===== src/rtl/sktchg_pkg.sv =====
package sktchg_pkg;

    localparam int DATA_W   = 8;
    localparam int NUM_STAT = 5;
    localparam int NUM_FLAG = 6;
    localparam int NUM_GATE = 4;

    typedef enum logic [1:0] {
        SEL_STATUS = 2'd0,
        SEL_FLAGS  = 2'd1,
        SEL_ENABLE = 2'd2,
        SEL_NONE   = 2'd3
    } reg_sel_e;

    typedef enum logic [1:0] {
        QUAL_NONE  = 2'b00,
        QUAL_CLEAR = 2'b01,
        QUAL_SET   = 2'b10,
        QUAL_LOAD  = 2'b11
    } wr_qual_e;

    typedef enum logic [1:0] {
        PIN_HIZ     = 2'b00,
        PIN_OD_LOW  = 2'b01,
        PIN_TP_LOW  = 2'b10,
        PIN_TP_HIGH = 2'b11
    } pin_mode_e;

    // Order matches status register bits 7:3.
    typedef struct packed {
        logic card_det;
        logic wprot;
        logic ready;
        logic batt2;
        logic batt1;
    } stat_t;

    // Order matches flag register bits 7:2.
    typedef struct packed {
        logic io_check;
        logic stat_chg;
        logic error;
        logic prog_tmr;
        logic intlock;
        logic stop_cpu;
    } flags_t;

    typedef struct packed {
        logic level;
        logic oe;
        logic od;
    } pin_t;

    function automatic flags_t apply_write(flags_t cur, logic [DATA_W-1:0] wd);
        flags_t din;
        din = flags_t'(wd[DATA_W-1:2]);
        case (wr_qual_e'(wd[1:0]))
            QUAL_SET:   return flags_t'(cur | din);
            QUAL_CLEAR: return flags_t'(cur & ~din);
            QUAL_LOAD:  return din;
            default:    return cur;
        endcase
    endfunction

    function automatic pin_t drive_pin(pin_mode_e m, logic req);
        pin_t p;
        p = '0;
        case (m)
            PIN_OD_LOW:  begin p.od = 1'b1; p.oe = req;  p.level = 1'b0; end
            PIN_TP_LOW:  begin p.oe = 1'b1; p.level = ~req; end
            PIN_TP_HIGH: begin p.oe = 1'b1; p.level = req;  end
            default:     p = '0;
        endcase
        return p;
    endfunction

endpackage


===== src/rtl/sktchg_sync.sv =====
module sktchg_sync #(
    parameter int WIDTH  = 5,
    parameter int STAGES = 2
) (
    input  logic             clk,
    input  logic             rst,
    input  logic [WIDTH-1:0] raw_i,
    output logic [WIDTH-1:0] sync_o,
    output logic [WIDTH-1:0] toggled_o
);
    localparam int PRIME_MAX = STAGES + 1;
    localparam int PRIME_W   = $clog2(PRIME_MAX + 1);

    logic [STAGES-1:0][WIDTH-1:0] pipe_q;
    logic [WIDTH-1:0]             prev_q;
    logic [PRIME_W-1:0]           prime_q;
    logic                         primed;

    always_ff @(posedge clk) begin
        if (rst) begin
            pipe_q <= '0;
        end else begin
            pipe_q[0] <= raw_i;
            for (int s = 1; s < STAGES; s++) begin
                pipe_q[s] <= pipe_q[s-1];
            end
        end
    end

    // Change detection is held off until the pipeline and the previous
    // sample both carry real input values.
    always_ff @(posedge clk) begin
        if (rst) begin
            prev_q  <= '0;
            prime_q <= '0;
        end else begin
            prev_q <= pipe_q[STAGES-1];
            if (!primed) prime_q <= prime_q + 1'b1;
        end
    end

    assign primed = (prime_q == PRIME_W'(PRIME_MAX));
    assign sync_o = pipe_q[STAGES-1];

    for (genvar i = 0; i < WIDTH; i++) begin : g_line
        assign toggled_o[i] = primed & (pipe_q[STAGES-1][i] ^ prev_q[i]);
    end

endmodule


===== src/rtl/sktchg_flags.sv =====
module sktchg_flags
    import sktchg_pkg::*;
(
    input  logic              clk,
    input  logic              rst,
    input  logic              wr_stb,
    input  logic [DATA_W-1:0] wr_data,
    input  flags_t            hw_set_i,
    output flags_t            flags_o
);
    flags_t flags_q;
    flags_t after_sw;

    always_comb begin
        after_sw = wr_stb ? apply_write(flags_q, wr_data) : flags_q;
    end

    // Hardware events are merged after the software update so they win.
    always_ff @(posedge clk) begin
        if (rst) flags_q <= '0;
        else     flags_q <= flags_t'(after_sw | hw_set_i);
    end

    assign flags_o = flags_q;

endmodule


===== src/rtl/sktchg_pin.sv =====
module sktchg_pin
    import sktchg_pkg::*;
(
    input  logic                clk,
    input  logic                rst,
    input  logic                wr_stb,
    input  logic [NUM_GATE-1:0] gate_wdata,
    input  logic [1:0]          mode_wdata,
    input  flags_t              flags_i,
    output logic [DATA_W-1:0]   en_rd_o,
    output logic [NUM_GATE-1:0] gate_o,
    output logic [1:0]          mode_o,
    output logic                irq_level_o,
    output logic                irq_oe_o,
    output logic                irq_od_o
);
    logic [NUM_GATE-1:0] gate_q;
    pin_mode_e           mode_q;
    logic [NUM_GATE-1:0] gated_src;
    logic                req;
    pin_t                pin;

    always_ff @(posedge clk) begin
        if (rst) begin
            gate_q <= '0;
            mode_q <= PIN_HIZ;
        end else if (wr_stb) begin
            gate_q <= gate_wdata;
            mode_q <= pin_mode_e'(mode_wdata);
        end
    end

    assign gated_src = {flags_i.stat_chg, flags_i.error, flags_i.prog_tmr, flags_i.intlock};
    assign req       = |(gated_src & gate_q);

    always_comb begin
        pin = drive_pin(mode_q, req);
    end

    assign irq_level_o = pin.level;
    assign irq_oe_o    = pin.oe;
    assign irq_od_o    = pin.od;
    assign en_rd_o     = {1'b0, gate_q, 1'b0, mode_q};
    assign gate_o      = gate_q;
    assign mode_o      = mode_q;

endmodule


===== src/rtl/sktchg_irq_ctrl.sv =====
module sktchg_irq_ctrl
    import sktchg_pkg::*;
#(
    parameter int SYNC_STAGES = 2
) (
    input  logic        clk,
    input  logic        rst,
    input  logic [1:0]  reg_sel,
    input  logic        wr_en,
    input  logic [7:0]  wr_data,
    output logic [7:0]  rd_data,
    input  logic        card_det_i,
    input  logic        wprot_i,
    input  logic        ready_i,
    input  logic        batt2_i,
    input  logic        batt1_i,
    input  logic [4:0]  chg_mask_i,
    input  logic        ev_iochk_i,
    input  logic        ev_err_i,
    input  logic        ev_ptimer_i,
    input  logic        ev_ilock_i,
    input  logic        ev_stopcpu_i,
    output logic        irq_level_o,
    output logic        irq_oe_o,
    output logic        irq_od_o
);
    stat_t                raw_stat;
    logic [NUM_STAT-1:0]  stat_sync;
    logic [NUM_STAT-1:0]  stat_toggled;
    logic                 any_change;
    flags_t               hw_set;
    flags_t               flags_q;
    logic [DATA_W-1:0]    en_rd;
    logic [NUM_GATE-1:0]  gate_w;
    logic [1:0]           mode_w;
    logic                 flags_wr;
    logic                 enable_wr;

    assign raw_stat = '{card_det: card_det_i, wprot: wprot_i, ready: ready_i,
                        batt2: batt2_i, batt1: batt1_i};

    sktchg_sync #(.WIDTH(NUM_STAT), .STAGES(SYNC_STAGES)) u_sync (
        .clk       (clk),
        .rst       (rst),
        .raw_i     (raw_stat),
        .sync_o    (stat_sync),
        .toggled_o (stat_toggled)
    );

    assign any_change = |(stat_toggled & ~chg_mask_i);

    assign hw_set = '{io_check: ev_iochk_i, stat_chg: any_change, error: ev_err_i,
                      prog_tmr: ev_ptimer_i, intlock: ev_ilock_i, stop_cpu: ev_stopcpu_i};

    assign flags_wr  = wr_en && (reg_sel == SEL_FLAGS);
    assign enable_wr = wr_en && (reg_sel == SEL_ENABLE);

    sktchg_flags u_flags (
        .clk      (clk),
        .rst      (rst),
        .wr_stb   (flags_wr),
        .wr_data  (wr_data),
        .hw_set_i (hw_set),
        .flags_o  (flags_q)
    );

    sktchg_pin u_pin (
        .clk         (clk),
        .rst         (rst),
        .wr_stb      (enable_wr),
        .gate_wdata  (wr_data[6:3]),
        .mode_wdata  (wr_data[1:0]),
        .flags_i     (flags_q),
        .en_rd_o     (en_rd),
        .gate_o      (gate_w),
        .mode_o      (mode_w),
        .irq_level_o (irq_level_o),
        .irq_oe_o    (irq_oe_o),
        .irq_od_o    (irq_od_o)
    );

    always_comb begin
        case (reg_sel_e'(reg_sel))
            SEL_STATUS: rd_data = {stat_sync, 3'b000};
            SEL_FLAGS:  rd_data = {flags_q, 2'b00};
            SEL_ENABLE: rd_data = en_rd;
            default:    rd_data = '0;
        endcase
    end

endmodule


===== config.mk =====
export PLATFORM = sky130hd
export DESIGN_NAME = sktchg_irq_ctrl
export DESIGN_NICKNAME = d
export VERILOG_FILES = /design/src/rtl/sktchg_pkg.sv /design/src/rtl/sktchg_sync.sv /design/src/rtl/sktchg_flags.sv /design/src/rtl/sktchg_pin.sv /design/src/rtl/sktchg_irq_ctrl.sv
export SDC_FILE = /design/constraint.sdc
export NUM_CORES = 1
export LEC_CHECK = 0
export ABC_AREA = 1
export BUFFER_PORTS_ARGS = -buffer_cell sky130_fd_sc_hd__buf_4
export CAP_MARGIN = 20
export CORE_MARGIN = 8
export CORE_UTILIZATION = 53
export CTS_CLUSTER_SIZE = 40
export DETAILED_ROUTE_END_ITERATION = 8
export MAX_ROUTING_LAYER = met4
export PLACE_DENSITY = 0.88
export SYNTH_ARGS = -nofsm -noshare
export SYNTH_HDL_FRONTEND = slang
export SYNTH_SLANG_ARGS = --single-unit

===== constraint.sdc =====
create_clock -name clk -period 1.9 [get_ports clk]
set_clock_uncertainty 0.05 [all_clocks]
set_input_delay 0.475 -clock clk [delete_from_list [all_inputs] [get_ports clk]]
set_output_delay 0.475 -clock clk [all_outputs]
set_load 0.02 [all_outputs]

==> results of run 1 <==
[path summary, 6_finish.rpt]
| kind | from | endpoint | cells past startpoint |
|---|---|---|---|
| min | batt2_i | u_sync.pipe_q[1] | 3 |
| max reg2reg | u_sync.prime_q[0] | u_flags.flags_o[4] | 7 |
| max | u_pin.gate_o[0] | irq_level_o | 5 |
| min reg2reg | u_sync.pipe_q[1] | u_sync.sync_o[1] | 2 |
[Yosys cell counts]
| cell | n | share of area, % |
|---|---|---|
| nand3b_1 | 1 | 0.59 |
| clkbuf_1 | 2 | 0.59 |
| inv_1 | 39 | 11 |
| a21oi_1 | 19 | 7.4 |
| nor2_2 | 2 | 0.98 |
| ha_1 | 1 | 0.98 |
| nand4_1 | 5 | 2.4 |
| dfxtp_1 | 29 | 45 |
| buf_2 | 2 | 0.78 |
| nand2_2 | 2 | 0.98 |
| buf_6 | 1 | 0.88 |
| nand2_1 | 19 | 5.6 |
| xor2_1 | 2 | 1.4 |
| nand3_1 | 2 | 0.78 |
| o22ai_1 | 2 | 0.98 |
| clkinv_1 | 1 | 0.29 |
| o221ai_1 | 4 | 2.7 |
| o21ai_0 | 2 | 0.78 |
| o21ai_1 | 12 | 4.7 |
| nor2_1 | 31 | 9.1 |
| inv_2 | 4 | 1.2 |
[state kept, by name (all words and copies together), names as in the netlist]
register         cells
u_sync.prime_q       2
u_sync.prev_q        5
u_flags.flags_o      6
u_pin.mode_o         2
u_sync.sync_o        5
u_pin.gate_o         4
u_sync.pipe_q        5
[through the flow]
step / utilization (%) / instances / total power [W] / setup WS (ns) / cell area (um2)
after floorplan: - / 182 / 0.0008072 / 0.2592 / 1279
after global routing: 68.97 / 253 / 0.001327 / -0.004984 / 1647
after detailed placement: 65.88 / 245 / 0.0008978 / 0.1151 / 1573
final: 68.97 / 253 / 0.001250 / 0.07192 / 1647
after global placement: 65.88 / 245 / 0.0008904 / 0.1427 / 1573
after CTS: 68.40 / 253 / 0.001258 / 0.002847 / 1633
[power by group]
group | switching (W) | total, W | internal [W]
clock | 0.000220 | 0.000363 | 0.000143
sequential | 0.0000207 | 0.000671 | 0.000650
combinational | 0.000118 | 0.000216 | 0.0000988
total | 0.000359 | 0.00125 | 0.000892
[kinds of logic (layout without fill, tap and decap cells)]
family / Yosys count / in the layout / synth area share, %
AOI/OAI and AO/OA: 39 / 39 / 16.63
xor gates and xnor gates: 2 / 2 / 1.370
adders and majority gates: 1 / 1 / 0.9783
and+or+nand+nor: 62 / 62 / 20.45
buffers and inverters: 49 / 90 / 15.17
DFF: 29 / 29 / 45.40
[metal layers]
metal,routed length [um],up-vias
li1,-,645
met1,1265,540
met2,1332,37
met3,193,2
met4,29,0
met5,0,-
[area by class of cell]
class / instances / area, um2 / share of cell area [%]
Clock buffer: 5 / 37.54 / 2.280
Clock inverter: 3 / 22.52 / 1.368
Inverter: 44 / 165.2 / 10.03
Multi-Input combinational cell: 104 / 516.7 / 31.38
Sequential cell: 29 / 581.8 / 35.33
Tap cell: 30 / 37.54 / 2.280
Timing Repair Buffer: 38 / 285.3 / 17.33
[tightest hold or removal path, delay by kind of cell]
family	cells	cell delay, ns
buf+inv	2	0.10
simple gates	1	0.06
[cells in the final DEF (no fill, tap or decap)]
| cell type | instances |
|---|---|
| o221ai_1 | 4 |
| nand2_1 | 19 |
| o22ai_2 | 2 |
| nand3_1 | 2 |
| clkinv_1 | 1 |
| dfxtp_1 | 28 |
| inv_2 | 4 |
| buf_4 | 38 |
| nand3b_1 | 1 |
| a21oi_1 | 19 |
| clkinvlp_4 | 3 |
| clkbuf_4 | 5 |
| ha_1 | 1 |
| o21ai_1 | 12 |
| nor2_2 | 2 |
| nand2_2 | 2 |
| nand4_1 | 5 |
| o21ai_0 | 2 |
| xor2_1 | 2 |
| inv_1 | 39 |
| nor2_1 | 31 |
| dfxtp_2 | 1 |
==> flow_metrics.tcl, run 1 <==
set metrics [dict create \
    outcome "complete, no violations" \
    max_capacitance_violation_count 0 \
    hold_fix_buffers_at_cts 0 \
    worst-path-max-fanout 2 \
    cts_tree "built" \
    post_drt_wl_per_cell_um 11.15 \
    crit_path_capture_type "output port" \
    floorplan.die.width_um 65.12 \
    wp_data_arrival_ns 1.30 \
    post_layout_minimum_cycle_time_ns 1.828 \
    setup_viol 0 \
    ctsResizeCount 0 \
    gr-usage-met2_pct 21.86 \
    worst-r2r-setup-slack_ns 0.66 \
    synth_cell_types 21 \
    tightest_slew_ns 0.3433 \
    hold_viol 0 \
    min_period_over_period_pct 96.21 \
    placeableCoreArea_um2 2387 \
    cts_buffer_depth 2 \
    detail_route.iter0.violations 62 \
    largest_net_degree_at_the_start_of_global_routing 23 \
    vdd.ir_drop.worst_uv 647.0 \
    final_antenna_net_count 0 \
    min-delay-path-class "in -> reg" \
    ys_ff_latch 29 \
    crit_path_cell_chain "inv_2 > o22ai_2 > o21ai_1 > a21oi_1 > buf_4" \
    critical-path-max-stage-delay_ns 0.36 \
    critical_path.top_delay_family "compound AO/OA/AOI/OAI gates" \
    clock_pin_transition_on_the_worst_setup_and_hold_timing_paths_ns 0.10 \
    syn_to_final_growth_pct 28.77 \
    max_freq_mhz 547.0 \
    grt_remaining_overflow 0 \
    synthesis.nets 211 \
    post_drt_via_cell_ratio 4.838 \
    required_ns 1.37 \
    avgSynthCellArea_um2 7.026 \
    leakagePower_nw 0.8123 \
    grt_antenna_before_repair 0 \
    drc 0 \
    fillers 220 \
    fp-row-count 18 \
    grt_pass1_vias 1134 \
    pwr_density_cell_nw_per_um2 759.4 \
    cts_buffers 5 \
    cts_htree_levels 2 \
    ioPinCount 39 \
    dieArea_um2 4241 \
    synth_warnings 0 \
    synth.cell_area_um2 1279 \
    place.gp.congestion 0.8159 \
    synth_seq_area_share_pct 45.40 \
    grtUsageTotal_pct 14.60 \
    cts_post_setup_buffers_inserted 0 \
    global_route.usage.met3_pct 5.782 \
    clock_insertion_delay_worst_skew_ns 0.32 \
    timing.critical_path.from_type "flop" \
    num-nets-final 251 \
    dr_total_vias 1224 \
    detailedRoute.firstPassIterationCount 4 \
    port-buffer-count 38 \
    syn-instance-count 182 \
    final_report_max_slew_violation_count 0 \
    crit_type "reg -> out" \
    clock_tree.root_cell "clkbuf_4" \
    place.detailed.hpwl_um 2195 \
    grt_first_pass_wirelength_um 4740 \
    routed_wl_um 2821 \
    worst_hold_slack_ns 0.3001 \
    antenna_cells_inserted 0 \
    slew_headroom_pct 77.09 \
    use_met1_pct 17.24 \
    timing.critical_path.slowest_stage_cell "dfxtp_1" \
    cts_sinks 29 \
    timing.critical_path.buf_inv 2 \
    setup_tns_ns 0 \
    globalRoute.busiestLayer "met2" \
    initial_core_util_pct 53.56 \
    die-height_um 65.12 \
    layout-drive-gt1-share_pct 25.56 \
]
No activity file was read; power rests on OpenSTA's default activity.
==> run 2: changes to the inputs <==
- PLACE_DENSITY: 0.88 -> 0.8
==> run 2 against run 1 <==
Effect of this change:
- non-clock buffer count stayed put
- worst hold slack hardly changed
- utilization is 0.16 points higher
- count of clock-buffer cells in the layout is 1 higher
- critical path type unchanged
- largest cell class unchanged
- highest routed layer unchanged
==> flow_metrics.tcl, run 2 (synthesized netlist as in run 1, its figures left out) <==
set metrics [dict create \
    timing.critical_path.from_type "flop" \
    largest_reg_flops 6 \
    timing.critical_path.buf_inv 2 \
    post_drt_via_cell_ratio 4.929 \
    final_core_utilization_pct 69.13 \
    slew_headroom_pct 79.99 \
    antenna_cells_inserted 0 \
    syn_to_final_growth_pct 29.06 \
    tightest_slew_ns 0.3001 \
    post_drt_wl_per_cell_um 12.22 \
    drc 0 \
    global_route.usage.met3_pct 6.803 \
    num-nets-final 251 \
    totalPowerFinal_w 0.001235 \
    outcome "complete, no violations" \
    globalRoute.busiestLayer "met2" \
    max_capacitance_violation_count 0 \
    cell_area_after_layout_um2 1650 \
    port-buffer-count 38 \
    die-height_um 65.12 \
    cts_post_setup_buffers_inserted 0 \
    detailedRoute.firstPassIterationCount 4 \
    cts_tree "built" \
    place.gp.congestion 0.8230 \
    cts_buffer_depth 2 \
    crit_type "reg -> out" \
    critical-path-max-stage-delay_ns 0.36 \
    clock_insertion_delay_worst_skew_ns 0.31 \
    grt_remaining_overflow 0 \
    placeableCoreArea_um2 2387 \
    hold_fix_buffers_at_cts 0 \
    vdd.ir_drop.worst_uv 558.7 \
    clock_pin_transition_on_the_worst_setup_and_hold_timing_paths_ns 0.09 \
    routed_wl_um 3091 \
    dieArea_um2 4241 \
    final_cell_mix "buf_4 (37), inv_1 (36), nor2_1 (31), dfxtp_1 (27), nand2_1 (19)" \
    wp_data_arrival_ns 1.30 \
    layout.cells.most_common "buf_4" \
    finalNonFillerCells 253 \
    layout-drive-gt1-share_pct 27.80 \
    pwr_density_cell_nw_per_um2 748.1 \
    hold_viol 0 \
    fp-row-count 18 \
    initial_core_util_pct 53.56 \
    required_ns 1.37 \
    final_report_max_slew_violation_count 0 \
    max_freq_mhz 547.9 \
    crit_path_cell_chain "inv_2 > o22ai_2 > o21ai_2 > a21oi_2 > buf_6" \
    grtUsageTotal_pct 15.24 \
    largest_net_degree_at_the_start_of_global_routing 23 \
    floorplan.die.width_um 65.12 \
    final_antenna_net_count 0 \
    timing.critical_path.slowest_stage_cell "dfxtp_1" \
    gr-usage-met2_pct 26.58 \
    grt_first_pass_wirelength_um 4947 \
    cts_sinks 29 \
    min_period_over_period_pct 96.07 \
    post_layout_minimum_cycle_time_ns 1.825 \
    place_inst 245 \
    dr_total_vias 1247 \
    cts_htree_levels 2 \
    leakagePower_nw 0.8210 \
    ioPinCount 39 \
    placed_cell_area_um2 1573 \
    use_met1_pct 14.75 \
    min-delay-path-class "in -> reg" \
    place.detailed.hpwl_um 2442 \
    crit_path_capture_type "output port" \
    setup_viol 0 \
    worst-path-max-fanout 2 \
    critical_path.top_delay_family "compound AO/OA/AOI/OAI gates" \
    detail_route.iter0.violations 57 \
    clock_tree.root_cell "clkbuf_4" \
    cts_buffers 5 \
    grt_antenna_before_repair 0 \
    grt_pass1_vias 1193 \
]
[run 2: final timing paths]
path | start | endpoint | slack [ns] | cells past startpoint
setup / recovery | u_pin.gate_o[3] | irq_level_o | 0.07 | 5
hold / removal | ready_i | u_sync.pipe_q[2] | 0.30 | 3
setup reg to reg | u_sync.prime_q[0] | u_flags.flags_o[4] | 0.64 | 7
hold reg to reg | u_sync.pipe_q[4] | u_sync.sync_o[4] | 0.36 | 2
[run 2: metrics by stage]
step	hold slack, ns	setup WS, ns	setup TNS (ns)
after floorplan	0.3383	0.2592	0
after global placement	0.3399	0.1817	0
after detailed placement	0.3469	0.1588	0
after CTS	0.2926	0.01427	0
after global routing	0.2843	-0.01462	-0.01462
final	0.3003	0.07469	0
[run 2: where the power goes]
part | internal (W) | switching (W)
registers | 0.000650 | 0.0000229
logic | 0.0000992 | 0.000122
clock network | 0.000141 | 0.000200
[run 2: per-layer routing]
metal | wire length [um] | vias to the layer above
met5 | 0 | -
met4 | 12 | 0
met3 | 246 | 2
met2 | 1647 | 38
met1 | 1184 | 558
li1 | - | 649
[run 2: cell type report]
| class | count | area, um2 |
|---|---|---|
| fillers | 211 | 737.0 |
| flip-flops and latches | 29 | 583.1 |
| multi-input cells | 104 | 524.3 |
| repair buffers | 38 | 289.0 |
| inverters | 44 | 165.2 |
| clock buffers | 6 | 41.29 |
| well taps | 30 | 37.54 |
| clock inverters | 2 | 10.01 |
[run 2: worst register-to-register path, cell delays in order (launching register included)]
cell and delay, ns:
dfxtp_1 0.33, ha_1 0.31, nand4_1 0.14, nand2_1 0.07
nor2_1 0.10, nand3_1 0.07, nand2_1 0.06, inv_1 0.04
[run 2: timing repair]
item	CTS	global route
pin swaps	0	2
endpoints found under the setup margin	1	1
gates cloned	0	0
resized for setup	1	9
